## src/rtl/glitch_filter.sv

```systemverilog
module glitch_filter #(
  parameter int GW = 8,
  parameter int CW = 2
) (
  input  logic          clk,
  input  logic          rst_n,
  input  logic          pin_in,
  input  logic [GW-1:0] gdiv,
  input  logic [CW-1:0] cdiv,
  input  logic          cdiv_en,
  input  logic          fsel,
  input  logic [3:0]    lat_code,
  input  logic          edge_pol,
  input  logic          flag_clr,
  output logic          level,
  output logic          edge_flag
);
  localparam int NW = 5;

  logic          s1, s2;
  logic [GW-1:0] gcnt;
  logic [CW-1:0] ccnt;
  logic [NW-1:0] width, cnt;
  logic          gtick, cwrap, tick, bypass, lvl_nxt, ev;

  always_comb begin
    case (lat_code)
      4'b0001: width = NW'(2);
      4'b0010: width = NW'(4);
      4'b0100: width = NW'(8);
      4'b1000: width = NW'(16);
      default: width = '0;
    endcase
  end

  assign bypass = (width == '0);
  assign gtick  = (gcnt == gdiv);
  assign cwrap  = !cdiv_en || (ccnt == cdiv);
  assign tick   = fsel ? (gtick && cwrap) : 1'b1;

  always_ff @(posedge clk or negedge rst_n) begin
    if (!rst_n) begin
      s1 <= 1'b0;
      s2 <= 1'b0;
      gcnt <= '0;
      ccnt <= '0;
    end else begin
      s1 <= pin_in;
      s2 <= s1;
      gcnt <= gtick ? '0 : gcnt + 1'b1;
      if (gtick) ccnt <= cwrap ? '0 : ccnt + 1'b1;
    end
  end

  assign lvl_nxt = bypass ? s2 :
                   (tick && s2 != level && cnt == width) ? s2 : level;
  assign ev = (lvl_nxt != level) && (lvl_nxt == edge_pol);

  always_ff @(posedge clk or negedge rst_n) begin
    if (!rst_n) begin
      cnt <= '0;
      level <= 1'b0;
      edge_flag <= 1'b0;
    end else begin
      if (bypass) cnt <= '0;
      else if (tick) begin
        if (s2 == level || cnt == width) cnt <= '0;
        else cnt <= cnt + 1'b1;
      end
      level <= lvl_nxt;
      edge_flag <= ev | (edge_flag & ~flag_clr);
    end
  end

  assert_level_on_tick_R4: assert property (@(posedge clk) disable iff (!rst_n)
    !$stable(level) |-> $past(bypass || tick));

  assert_cnt_bound_R7: assert property (@(posedge clk) disable iff (!rst_n)
    cnt <= NW'(16));

  assert_flag_sticky_R9: assert property (@(posedge clk) disable iff (!rst_n)
    $fell(edge_flag) |-> $past(flag_clr));

  assert_flag_pol_R8: assert property (@(posedge clk) disable iff (!rst_n)
    $rose(edge_flag) |-> (!$stable(level) && level == $past(edge_pol)));
endmodule

```

## config.mk

```make
export PLATFORM = sky130hd
export DESIGN_NAME = glitch_filter
export DESIGN_NICKNAME = d
export VERILOG_FILES = /design/src/rtl/glitch_filter.sv
export SDC_FILE = /design/constraint.sdc
export NUM_CORES = 1
export LEC_CHECK = 0
export ABC_AREA = 1
export BUFFER_PORTS_ARGS = -buffer_cell sky130_fd_sc_hd__clkbuf_2
export CORE_MARGIN = 1.5
export CORE_UTILIZATION = 54
export CTS_CLUSTER_DIAMETER = 50
export DETAILED_ROUTE_END_ITERATION = 7
export PLACE_DENSITY = 0.78
export SLEW_MARGIN = 30
export SYNTH_ARGS = -nofsm -noshare
export SYNTH_HDL_FRONTEND = slang
export SYNTH_SLANG_ARGS = --single-unit
```

## constraint.sdc

```tcl
create_clock -name clk -period 1.88 [get_ports clk]
set_clock_uncertainty 0.2 [all_clocks]
set_input_delay 0.376 -clock clk [delete_from_list [all_inputs] [get_ports clk]]
set_output_delay 0.376 -clock clk [all_outputs]
set_load 0.03 [all_outputs]
```

==> flow_metrics.env <==
export IMPL_dp_worst_setup_slack_ns=0.138
export IMPL_die_width_um=51.0
export IMPL_antenna_left=0
export IMPL_final_critical_path_setup_slack_ns=0.228
export IMPL_post_drt_wl_per_cell_um=10.6
export IMPL_synth_flop_cell="dfrtp_1"
export IMPL_status="finished, final reports clean"
export IMPL_synthesis_nets=192
export IMPL_post_cts_resize_count=0
export IMPL_dr_max_layer_used="met4"
export IMPL_dp_hpwl_mm=1.91
export IMPL_h_tree_level_count=1
export IMPL_layout_nets=221
export IMPL_post_synthesis_cell_count=169
export IMPL_drt_drc_violations_left=0
export IMPL_grt_max_degree=20
export IMPL_cts_buffer_count=3
export IMPL_static_leakage_power_nw=0.774
export IMPL_max_clk_rate_ghz=0.605
export IMPL_syn_area_um2=1250
export IMPL_placementRows=17
export IMPL_synth_top_area_share_pct=38.2
export IMPL_tns_ns=0
export IMPL_num_io_pins=23
export IMPL_max_clock_path_buffers=2
export IMPL_seq_area_frac_synth_pct=38.2
export IMPL_layout_drive_gt1_share_pct=23.9
export IMPL_gp_routability_congestion=0.852
export IMPL_floorplan_die_height_um=51.0
export IMPL_track_usage_pct=21.1
export IMPL_yosys_top_cells_area="dfrtp_1, nand2_1, inv_1"
export IMPL_worstPathBufferInverterCount=0
export IMPL_final_hold_viol_count=0
export IMPL_grt_overflow_total=0
export IMPL_worst_slew_margin_rel_pct=67.4
export IMPL_routed_wirelength_mm=2.39
export IMPL_die_area_um2=2610
export IMPL_routed_wire_length_on_met2_mm=1.25
export IMPL_fin_crit_sh_pct=87.9
export IMPL_cellPowerDensity_nw_per_um2=909
export IMPL_numPortBuffers=22
export IMPL_cp_cell_sequence="xnor2_1 -> nand2_1 -> nor2_4 -> nand3_4 -> nand2_8 -> nand2_2 -> nand2_1 -> o21ai_1"
export IMPL_num_vias=1121
export IMPL_holdCritPathClass="input port to flip-flop"
export IMPL_worstMarginPinSlew_ns=0.489
export IMPL_fill_cells=205
export IMPL_drt_pass1_iter_count=6
export IMPL_critPathKind="flip-flop to flip-flop"
export IMPL_worstSkewPairLatency_ns=0.29
export IMPL_reg2reg_setup_slack_ns=0.23
export IMPL_insertedDiodeCount=0
export IMPL_clock_transition_at_path_regs_ns=0.11
export IMPL_crit_path_max_fanout=10
export IMPL_cts_root_buf="clkbuf_4"
export IMPL_worst_path_max_delay_cell="dfrtp_1"
export IMPL_grt_first_pass_wirelength_mm=4.20
export IMPL_power_mw=1.31
export IMPL_worstPathRequired_ns=1.86
export IMPL_flop_and_latch_count_out_of_synthesis=19
export IMPL_rsz0062_at_grt="no"
export IMPL_detail_route_iter0_violations=25
export IMPL_layout_common_cells="nand2_1, inv_1, clkbuf_2, dfrtp_1, nor2_1"
export IMPL_synth_largest_area_cell="dfrtp_1"
export IMPL_vdd_ir_drop_max_uv=703
export IMPL_setup_violations_final=0
export IMPL_initial_utilization_pct=56.9
export IMPL_drt_met1_wl_mm=1.06
export IMPL_crit_arrival_ns=1.64
export IMPL_met3_wirelength_um=66
export IMPL_syn_avg_cell_area_um2=7.37
export IMPL_cts_post_setup_buffers_inserted=0
export IMPL_first_global_vias=1048
export IMPL_number_of_warnings_reported_in_the_yosys_synthesis_log=0
export IMPL_number_of_synthesized_flops_with_an_enable_pin=0
export IMPL_slowest_delay_ns=0.46
export IMPL_cts_hold_repair_buffers=2
export IMPL_antenna_found_initial=0
export IMPL_slew_violations=0
export IMPL_viasPerCell=4.98
export IMPL_period_minus_slack_ns=1.65
export IMPL_asyncSetResetFlopFracSynth_pct=100
export IMPL_ys_types=21
export IMPL_clock_sink_count=19
export IMPL_layout_core_utilization_pct=65.7
export IMPL_crit_path_frequent_cell="nand2_1"
export IMPL_leading_cell_type_in_the_layout_fill_and_taps_excluded="nand2_1"
export IMPL_placeableCoreArea_um2=2190
export IMPL_max_cap_violation_count=0
export IMPL_tritoncts="built"
export IMPL_timing_critical_path_max_delay_family="simple AND/OR/NAND/NOR gates"
export IMPL_timing_critical_path_to_type="flip-flop"
export IMPL_startpoint_type="flip-flop"
export IMPL_syn2layout_area_growth_pct=15.5
[path summary, 6_finish.rpt]
check                      startpoint         to  depth (start not counted)
setup / recovery              gcnt[0]      level                          8
hold / removal               flag_clr  edge_flag                          4
setup reg to reg              gcnt[0]      level                          8
hold reg to reg                    s1         s2                          0
max in group asynchronous       rst_n  edge_flag                          2
min in group asynchronous       rst_n    gcnt[3]                          2
[report_power, final]
part           internal (mW)  total [mW]  switching, mW
sequential             0.512       0.634          0.122
clock                 0.0790       0.204          0.125
combinational          0.199       0.469          0.270
[registers in the layout, summed over array words and instances (netlist names)]
name	cells
ccnt	2
cnt	5
edge_flag	1
gcnt	8
level	1
s1	1
s2	1
[synthesized netlist by cell type (4+ instances only)]
library cell / count
a21oi_1: 7
dfrtp_1: 19
inv_1: 23
nand2_1: 41
nand2_2: 10
nand3_1: 13
nor2_1: 18
nor3_1: 5
o21ai_0: 4
xnor2_1: 8
[worst reg2reg max path: cells and delay by family, from the launching register on]
kind | cells | cell delay, ns
and+or+nand+nor | 6 | 0.64
DFF | 1 | 0.46
xor gates and xnor gates | 1 | 0.19
AOI/OAI and AO/OA | 1 | 0.06
[kinds of logic (layout without fill, tap and decap cells)]
| family | Yosys count | count (layout) | share of synthesized area, % |
|---|---|---|---|
| flops | 19 | 19 | 38.2 |
| xor+xnor | 9 | 9 | 6.33 |
| simple gates | 98 | 98 | 38.9 |
| buf+inv | 26 | 54 | 7.83 |
| compound gates | 15 | 15 | 6.83 |
| fa+ha+maj | 2 | 2 | 2.01 |
[routing by layer]
metal,GRT usage [%],vias up
met5,0,-
met4,6.76,0
met3,1.75,2
met2,39.8,19
met1,25.0,510
li1,-,590
[through the flow]
| stage | area, um2 | hold WS [ns] | instances |
|---|---|---|---|
| global placement | 1390 | 0.131 | 219 |
| floorplan | 1250 | -0.120 | 169 |
| detailed placement | 1390 | 0.136 | 219 |
| global route | 1440 | 0.150 | 225 |
| CTS | 1440 | 0.108 | 225 |
| finish | 1440 | 0.116 | 225 |
[final cells by class]
class / count / area [um2] / share of cell area [%]
Clock buffer: 3 / 22.5 / 1.57
Inverter: 26 / 97.6 / 6.78
Tap cell: 28 / 35.0 / 2.43
Multi-Input combinational cell: 124 / 673 / 46.8
Sequential cell: 19 / 475 / 33.0
Timing Repair Buffer: 24 / 130 / 9.04
Clock inverter: 1 / 5.00 / 0.348
(Power assumes the default switching activity.)
